--- config.mk ---
export PLATFORM = sky130hd
export DESIGN_NAME = dram_line_reader
export DESIGN_NICKNAME = d
export VERILOG_FILES = /design/src/rtl/dram_map_pkg.sv /design/src/rtl/addr_mapper.sv /design/src/rtl/line_store.sv /design/src/rtl/fetch_ctrl.sv /design/src/rtl/dram_line_reader.sv
export SDC_FILE = /design/constraint.sdc
export NUM_CORES = 1
export LEC_CHECK = 0
export ABC_AREA = 1
export BUFFER_PORTS_ARGS = -buffer_cell sky130_fd_sc_hd__buf_2
export CAP_MARGIN = 10
export CORE_AREA = 2 2 133 135
export CTS_BUF_LIST = sky130_fd_sc_hd__clkbuf_2
export CTS_CLUSTER_SIZE = 8
export DETAILED_ROUTE_END_ITERATION = 8
export DIE_AREA = 0 0 135 137
export GPL_ROUTABILITY_DRIVEN = 0
export HOLD_SLACK_MARGIN = 0.02
export PLACE_DENSITY = 0.68
export SLEW_MARGIN = 15
export SYNTH_ARGS = -nofsm -noshare
export SYNTH_HDL_FRONTEND = slang
export SYNTH_HIERARCHICAL = 1
export SYNTH_SLANG_ARGS = --single-unit
--- constraint.sdc ---
create_clock -name clk -period 2 [get_ports clk]
set_input_delay 0.5 -clock clk [delete_from_list [all_inputs] [get_ports clk]]
set_output_delay 0.5 -clock clk [all_outputs]
set_load 0.05 [all_outputs]
--- src/rtl/dram_map_pkg.sv ---
package dram_map_pkg;
  localparam int unsigned PADDR_W    = 32;
  localparam int unsigned USED_W     = 29;
  localparam int unsigned LINE_BYTES = 8;
  localparam int unsigned BYTE_W     = 8;
  localparam int unsigned LINE_W     = LINE_BYTES * BYTE_W;
  localparam int unsigned OFS_W      = $clog2(LINE_BYTES);
  localparam int unsigned COL_W      = 10;
  localparam int unsigned BANK_W     = 2;
  localparam int unsigned ROW_W      = 14;
  localparam int unsigned ROW_LO_W   = 11;
  localparam int unsigned ROW_HI_W   = ROW_W - ROW_LO_W - 1;
  localparam int unsigned TAG_W      = USED_W - OFS_W;
  // bit positions: the decoding order is the behaviour
  localparam int unsigned COL_LSB    = OFS_W;
  localparam int unsigned BANK_LSB   = COL_LSB + COL_W;
  localparam int unsigned ROW_MID    = BANK_LSB + BANK_W;
  localparam int unsigned ROW_LO_LSB = ROW_MID + 1;
  localparam int unsigned ROW_HI_LSB = ROW_LO_LSB + ROW_LO_W;
  localparam int unsigned SCR_LSB    = 18;

  typedef struct packed {
    logic [ROW_W-1:0]  row;
    logic [BANK_W-1:0] bank;
    logic [COL_W-1:0]  col;
  } dram_coord_t;

  function automatic dram_coord_t map_addr(input logic [PADDR_W-1:0] a);
    dram_coord_t c;
    c.col  = a[COL_LSB +: COL_W];
    c.bank = a[BANK_LSB +: BANK_W] ^ a[SCR_LSB +: BANK_W];
    c.row  = {a[ROW_HI_LSB +: ROW_HI_W], a[ROW_MID], a[ROW_LO_LSB +: ROW_LO_W]};
    return c;
  endfunction

  function automatic logic [TAG_W-1:0] line_tag(input logic [PADDR_W-1:0] a);
    return a[OFS_W +: TAG_W];
  endfunction
endpackage

--- src/rtl/addr_mapper.sv ---
module addr_mapper
  import dram_map_pkg::*;
(
  input  logic [PADDR_W-1:0] addr,
  output dram_coord_t        coord,
  output logic [TAG_W-1:0]   tag
);
  assign coord = map_addr(addr);
  assign tag   = line_tag(addr);
endmodule

--- src/rtl/line_store.sv ---
module line_store
  import dram_map_pkg::*;
(
  input  logic              clk,
  input  logic              rst_n,
  input  logic              fill_en,
  input  logic [TAG_W-1:0]  fill_tag,
  input  logic [LINE_W-1:0] fill_data,
  input  logic [TAG_W-1:0]  look_tag,
  output logic              hit,
  input  logic [OFS_W-1:0]  sel_ofs,
  output logic [BYTE_W-1:0] sel_byte
);
  logic              valid_q;
  logic [TAG_W-1:0]  tag_q;
  logic [LINE_W-1:0] data_q;
  logic [BYTE_W-1:0] lane [LINE_BYTES];

  always_ff @(posedge clk or negedge rst_n) begin
    if (!rst_n) begin
      valid_q <= 1'b0;
      tag_q   <= '0;
      data_q  <= '0;
    end else if (fill_en) begin
      valid_q <= 1'b1;
      tag_q   <= fill_tag;
      data_q  <= fill_data;
    end
  end

  for (genvar g = 0; g < LINE_BYTES; g++) begin : g_lane
    assign lane[g] = data_q[g*BYTE_W +: BYTE_W];
  end

  assign hit      = valid_q && (tag_q == look_tag);
  assign sel_byte = lane[sel_ofs];

  // a fill makes its own tag hit on the next cycle
  a_r11_fill_hits: assert property (@(posedge clk) disable iff (!rst_n)
    fill_en && (look_tag == fill_tag) |=> hit || (look_tag != $past(fill_tag)));
endmodule

--- src/rtl/fetch_ctrl.sv ---
module fetch_ctrl (
  input  logic clk,
  input  logic rst_n,
  input  logic req_valid,
  input  logic hit,
  input  logic mem_ack,
  output logic req_ready,
  output logic accept,
  output logic mem_req,
  output logic fill_en,
  output logic rsp_valid
);
  typedef enum logic [1:0] {ST_IDLE, ST_WAIT, ST_RESP} st_t;
  st_t st_q, st_d;

  assign req_ready = (st_q == ST_IDLE);
  assign accept    = req_valid && req_ready;
  assign mem_req   = (st_q == ST_WAIT);
  assign fill_en   = mem_req && mem_ack;
  assign rsp_valid = (st_q == ST_RESP);

  always_comb begin
    st_d = st_q;
    unique case (st_q)
      ST_IDLE: if (accept) st_d = hit ? ST_RESP : ST_WAIT;
      ST_WAIT: if (mem_ack) st_d = ST_RESP;
      ST_RESP: st_d = ST_IDLE;
      default: st_d = ST_IDLE;
    endcase
  end

  always_ff @(posedge clk or negedge rst_n) begin
    if (!rst_n) st_q <= ST_IDLE;
    else        st_q <= st_d;
  end

  a_r6_hit_next: assert property (@(posedge clk) disable iff (!rst_n)
    accept && hit |=> rsp_valid && !mem_req);
  a_r5_miss_req: assert property (@(posedge clk) disable iff (!rst_n)
    accept && !hit |=> mem_req && !rsp_valid);
  a_r5_hold_req: assert property (@(posedge clk) disable iff (!rst_n)
    mem_req && !mem_ack |=> mem_req);
  a_r7_ack_rsp: assert property (@(posedge clk) disable iff (!rst_n)
    mem_req && mem_ack |=> rsp_valid && !mem_req);
  a_r8_rsp_pulse: assert property (@(posedge clk) disable iff (!rst_n)
    rsp_valid |=> !rsp_valid && req_ready);
  a_r8_busy: assert property (@(posedge clk) disable iff (!rst_n)
    accept |=> !req_ready);
endmodule

--- src/rtl/dram_line_reader.sv ---
module dram_line_reader
  import dram_map_pkg::*;
(
  input  logic                clk,
  input  logic                rst_n,
  input  logic                req_valid,
  output logic                req_ready,
  input  logic [PADDR_W-1:0]  req_addr,
  output logic                rsp_valid,
  output logic [BYTE_W-1:0]   rsp_byte,
  output logic                mem_req,
  output logic [ROW_W-1:0]    mem_row,
  output logic [BANK_W-1:0]   mem_bank,
  output logic [COL_W-1:0]    mem_col,
  input  logic                mem_ack,
  input  logic [LINE_W-1:0]   mem_data
);
  logic [PADDR_W-1:0] addr_q;
  logic [TAG_W-1:0]   look_tag, held_tag;
  dram_coord_t        look_coord, held_coord;
  logic               hit, accept, fill_en;
  logic               unused_addr_hi;
  logic [BANK_W+ROW_W+COL_W-1:0] unused_look_coord;

  assign unused_addr_hi    = ^req_addr[PADDR_W-1:USED_W];
  assign unused_look_coord = look_coord;

  always_ff @(posedge clk or negedge rst_n) begin
    if (!rst_n)      addr_q <= '0;
    else if (accept) addr_q <= req_addr;
  end

  addr_mapper u_look (.addr(req_addr), .coord(look_coord), .tag(look_tag));
  addr_mapper u_held (.addr(addr_q),   .coord(held_coord), .tag(held_tag));

  fetch_ctrl u_ctrl (
    .clk(clk), .rst_n(rst_n), .req_valid(req_valid), .hit(hit),
    .mem_ack(mem_ack), .req_ready(req_ready), .accept(accept),
    .mem_req(mem_req), .fill_en(fill_en), .rsp_valid(rsp_valid)
  );

  line_store u_line (
    .clk(clk), .rst_n(rst_n), .fill_en(fill_en), .fill_tag(held_tag),
    .fill_data(mem_data), .look_tag(look_tag), .hit(hit),
    .sel_ofs(addr_q[OFS_W-1:0]), .sel_byte(rsp_byte)
  );

  assign mem_row  = held_coord.row;
  assign mem_bank = held_coord.bank;
  assign mem_col  = held_coord.col;

  // coordinates frozen while a request waits
  a_r5_fields_stable: assert property (@(posedge clk) disable iff (!rst_n)
    mem_req && !mem_ack |=> $stable(mem_row) && $stable(mem_bank) && $stable(mem_col));
  // no response without a prior accept or fill
  a_r8_rsp_cause: assert property (@(posedge clk) disable iff (!rst_n)
    !accept && !fill_en |=> !rsp_valid);
endmodule

==> reports/metrics.yaml, run 1 <==
status:
  status: "finished with violations"
  violations: "setup timing"
cts:
  cts_inserted_buffers: 17
  h-tree-depth: 4
  path_clk_slew_ns: 0.18
  cts_sinks: 122
  clk_latency_ns: 0.68
  cts_buffer_depth: 2
  cts_tree: "yes"
  clockRootBuffer: "clkbuf_2"
setup_path:
  critPathSlowestCell: "dfrtp_2"
  cpPeakStageDelay_ns: 0.49
  cp_max_fo: 8
  cp_top_family: "flip-flops"
  start_kind: "flop"
  end_kind: "primary output"
  cp_cell_sequence: "inv_4 -> buf_12 -> a21oi_1 -> o21ai_1 -> nand2_1 -> o21a_1 -> buf_6"
  crit_type: "flop to primary output"
  cp.required_ns: 1.50
  worstPathArrival_ns: 2.05
  worst-path-buf-inv: 3
sta:
  whs_ns: 0.1826
  fin_ws_ns: -0.5456
  min_period_ns: 2.546
  setup_viol: 10
  worst_pin_slew_ns: 0.5473
  fmax_mhz: 392.8
  max_slew_margin_pct: 63.52
  fin_skew_ns: 0.02563
  fin_crit_sh_pct: 127.3
  hold_viol: 0
  finalMaxSlewViolations: 0
  rsz0062_at_grt: "yes"
drt:
  dr.pass1.iters: 5
  detail_route.vias_per_cell: 4.508
  vias: 5504
  drc_errors: 0
  wl_per_cell_um: 13.63
  drtIter0Drc: 388
  antenna_left: 0
  wl_um: 16640
floorplan:
  die_h_um: 137
  row_count: 48
  start_util_pct: 37.25
  design.core.area_um2: 17060
  io_pins: 137
  die_w_um: 135
  dieArea_um2: 18500
power:
  p_clk_share_pct: 14.3
  switching_share_pct: 47.21
  p_sw_w: 0.006179
  intPower_w: 0.006910
  power.leakage_nw: 4.267
  seqPwrFrac_pct: 33.0
  combPwrFrac_pct: 52.6
  cellPowerDensity_nw_per_um2: 1601
  max-vdd-ir-drop_mv: 1.298
synth:
  netlist_instances: 826
  syn_nets: 926
  synth_area_um2: 6354
  yosys_warnings: 6
  avgSynthCellArea_um2: 7.692
job:
  cap_violations: 0
placed_design:
  port-buffer-count: 133
  place_ws_ns: 0.05371
  hpwl_um: 10310
global_routing:
  antenna_found_initial: 2
  grtUsageTotal_pct: 17.80
  grt_max_degree: 104
  grt_pass1_wl_um: 25410
  grt_pass1_vias: 5290
  gr-total-overflow: 0
min_path:
  hold_path.class: "input port to flop"
layout:
  area_growth_pct: 28.69
  mostFrequentLayoutCell: "nand2_1"
  drive_above_1_share_pct: 22.03
  fin_util_pct: 47.94
  final_nets: 1081
  final_cell_mix: "nand2_1, dfrtp_1, buf_2"
flip-flops by register name, summed over array words and instances (netlist names):
| name | cells |
|---|---|
| u_ctrl/st_q | 2 |
| u_line/tag_q | 26 |
| u_line/valid_q | 1 |
| u_line/data_q | 64 |
| addr_q | 29 |
per-stage QoR:
step	cells	total power (W)	TNS [ns]	area (um^2)
2_1_floorplan	826	0.009473	0	6354
3_3_place_gp	1081	0.01010	0	6636
3_5_place_dp	1081	0.01024	0	6636
4_1_cts	1216	0.01284	-5.425	8050
5_1_grt	1221	0.01399	-6.324	8177
6_report	1221	0.01309	-4.190	8177
per-layer routing:
layer | vias to the layer above | track usage, % | part of all wire [%]
li1 | 2763 | - | -
met1 | 2538 | 22.57 | 45
met2 | 177 | 29.27 | 49
met3 | 26 | 4.111 | 4.7
met4 | 0 | 7.581 | 2.0
met5 | - | 0 | 0
cell type report:
cell class	instances	area (um^2)
Fill cell	1627	8880
Clock buffer	18	90.09
Antenna cell	2	5.005
Clock inverter	14	202.7
Inverter	87	339.1
Sequential cell	122	3058
Multi-Input combinational cell	503	2202
Timing Repair Buffer	250	1998
Tap cell	225	281.5
tightest hold or removal path, cell delays in order:
cell and delay (ns):
buf_2 0.08, inv_1 0.07, nand3_1 0.13, nand2_1 0.07
path summary, 6_finish.rpt:
kind	startpoint	to	slack, ns	cells past startpoint
worst max-delay path	addr_q[0]	rsp_byte[4]	-0.55	7
worst min-delay path	mem_ack	u_ctrl/st_q[0]	0.18	4
worst max register to register	u_ctrl/st_q[0]	addr_q[28]	0.36	7
worst min register to register	u_line/valid_q	u_line/valid_q	0.47	2
max in group asynchronous	rst_n	addr_q[1]	1.19	3
min in group asynchronous	rst_n	addr_q[15]	0.22	2
repair_timing:
action,in CTS,in global routing
setup buffers,7,2
gates cloned,0,2
resized for setup,40,29
hold buffers,96,0
setup endpoints to repair,15,25
pin swaps,0,12
endpoints found under the hold margin,216,0
power groups by stage:
stage	combinational, W	sequential, W	clock [W]
after CTS	0.00659	0.00429	0.00195
after detailed placement	0.00590	0.00434	0
after global placement	0.00579	0.00430	0
final	0.00689	0.00432	0.00188
after floorplan	0.00534	0.00414	0
after global routing	0.00747	0.00446	0.00207
Power figures use the tool's default switching activity.
==> run 2, diff against run 1 <==
- clock period: 2 -> 2.89 ns (I/O delays scaled with it)
==> run 2 against run 1 <==
  * The flow now finishes without violations
  * Largest power group unchanged
  * Cell area shrank 16%
  * Sequential share of layout area grew 7.0 points
  * Clock skew is essentially flat
  * Critical path depth shrank 2
  * Die area is the same
  * Critical endpoint is now rsp_byte[1]
==> reports/metrics.yaml, run 2 (same netlist as run 1, synthesis figures left out) <==
cts:
  clk_latency_ns: 0.67  # about the same
  path_clk_slew_ns: 0.19  # about the same
  cts_buffer_depth: 2  # unchanged
  h-tree-depth: 4  # unchanged
  clockRootBuffer: "clkbuf_2"
  cts_inserted_buffers: 17  # unchanged
  cts_sinks: 122  # unchanged
  cts_tree: "yes"
sta:
  max_slew_margin_pct: 64.38  # +0.86 points
  hold_viol: 0  # unchanged
  fin_crit_sh_pct: 96.85
  min_period_ns: 2.799
  worst_pin_slew_ns: 0.5344  # -0.01291 ns
  setup_viol: 0  # -10
  finalMaxSlewViolations: 0  # unchanged
  rsz0062_at_grt: "yes"
  fmax_mhz: 357.3
  fin_skew_ns: 0.02544  # -0.0001954 ns
global_routing:
  grt_pass1_wl_um: 23630  # -7.0%
  grt_pass1_vias: 4564  # -14%
  antenna_found_initial: 2  # unchanged
  grt_max_degree: 102  # -1.9%
  grtUsageTotal_pct: 16.66  # -1.1 points
  gr-total-overflow: 0  # unchanged
power:
  seqPwrFrac_pct: 36.7  # +3.7 points
  intPower_w: 0.004055  # -41%
  max-vdd-ir-drop_mv: 0.6332  # -51%
  combPwrFrac_pct: 51.6  # -1.0 points
  cellPowerDensity_nw_per_um2: 1182  # -26%
  p_clk_share_pct: 11.7  # -2.6 points
  power.leakage_nw: 3.742  # -12%
  switching_share_pct: 50.18  # +3.0 points
  fin_total_pwr_w: 0.008139  # -38%
  p_sw_w: 0.004084  # -34%
setup_path:
  worstPathArrival_ns: 2.08  # +0.03 ns
  cp.required_ns: 2.17  # +0.67 ns
  cp_max_fo: 6  # -2
  r2r_cells: 7  # unchanged
  start_kind: "flop"
  cp-startpoint: "addr_q[0]"
  rr_startpoint: "u_ctrl/st_q[1]"
  r2r_end: "u_line/data_q[1]"
  end_kind: "primary output"
  crit_type: "flop to primary output"
  reg2reg_slack_ns: 1.00  # +0.64 ns
floorplan:
  row_count: 48  # unchanged
  design.core.area_um2: 17060  # unchanged
  io_pins: 137  # unchanged
  die_h_um: 137  # unchanged
  start_util_pct: 37.25  # unchanged
  dieArea_um2: 18500  # unchanged
  die_w_um: 135  # unchanged
layout:
  reg_top3: "u_line/data_q (64), addr_q (29), u_line/tag_q (26)"
  area_growth_pct: 8.409
  mostFrequentLayoutCell: "nand2_1"
  drive_above_1_share_pct: 21.84  # -0.20 points
  final_nets: 980  # -9.3%
  final_cell_count_no_fill: 1120  # -8.3%
  largest_reg_flops: 64  # unchanged
  final_cell_mix: "nand2_1, buf_2, dfrtp_1"
  largest-register: "u_line/data_q"
drt:
  dr.max_layer_used: "met4"
  detail_route.vias_per_cell: 4.388  # -2.6%
  wl_met2_um: 6932  # -14%
  antenna_left: 0  # unchanged
  vias: 4915  # -11%
  met3WireLength_um: 627  # -20%
  dr.pass1.iters: 4  # -1
  drt-met1-wl_um: 7211  # -2.8%
  wl_um: 14960  # -10%
  wl_per_cell_um: 13.36  # -2.0%
  drtIter0Drc: 304  # -22%
  drc_errors: 0  # unchanged
placed_design:
  port-buffer-count: 133  # unchanged
  place_inst: 1079  # -0.19%
  hpwl_um: 10640  # +3.2%
min_path:
  hold_path.class: "input port to flop"
  min_from: "req_addr[2]"
  worstHoldEndpoint: "addr_q[2]"
  hold_depth: 3  # -1
status:
  status: "finished clean"
job:
  cap_violations: 0  # unchanged
## run 2: critical path: stages (launching register included)
cell,delay [ns]
dfrtp_2,0.51
buf_4,0.16
o21ai_1,0.23
nand2_1,0.13
o21a_1,0.19
buf_4,0.18
## run 2: worst max path at each step
stage / end / cells after the start
after floorplan: rsp_byte[2] / 6
after global placement: rsp_byte[2] / 6
after detailed placement: rsp_byte[5] / 6
after CTS: rsp_byte[1] / 6
after global routing: rsp_byte[3] / 6
final: rsp_byte[1] / 5
## run 2: per-layer routing
metal | vias to the layer above | global-route usage, %
met2 | 106 | 25.16
met4 | 0 | 6.250
met1 | 2239 | 23.21
met3 | 12 | 4.074
li1 | 2558 | -
met5 | - | 0
## run 2: layout make-up
cell class,count,area (um^2)
fill,1775,10170
sequential,122,3055
multi-input combinational,503,2152
timing repair buffer,149,855.8
inverter,87,341.6
tap,225,281.5
clock inverter,14,106.4
clock buffer,18,90.09
antenna,2,5.005
## run 2: power groups by stage
stage,logic [W],clock network [W],registers (W)
global route,0.00464,0.00107,0.00309
CTS,0.00419,0.000996,0.00300
finish,0.00420,0.000949,0.00299
detailed placement,0.00401,0,0.00303
global placement,0.00393,0,0.00302
floorplan,0.00369,0,0.00286
## run 2: through the flow
step                      utilization [%]  hold slack, ns  setup slack (ns)  area, um^2   TNS [ns]
after CTS                           40.20          0.1435         -0.006295        6857  -0.008291
after floorplan                         -          0.4140            0.8061        6354          0
after detailed placement            38.60          0.4340            0.4696        6584          0
after global routing                40.38          0.1381           -0.1164        6888    -0.7091
final                               40.38          0.2374           0.09111        6888          0
after global placement              38.60          0.4307            0.4832        6584          0
## run 2: timing repair
action | CTS | global route
buffers inserted | 3 | 3
gates resized for setup | 22 | 2
hold buffers | 1 | 0
pin swaps | 1 | 0
cloned | 0 | 0
hold endpoints to repair | 36 | 0
setup endpoints to repair | 8 | 8
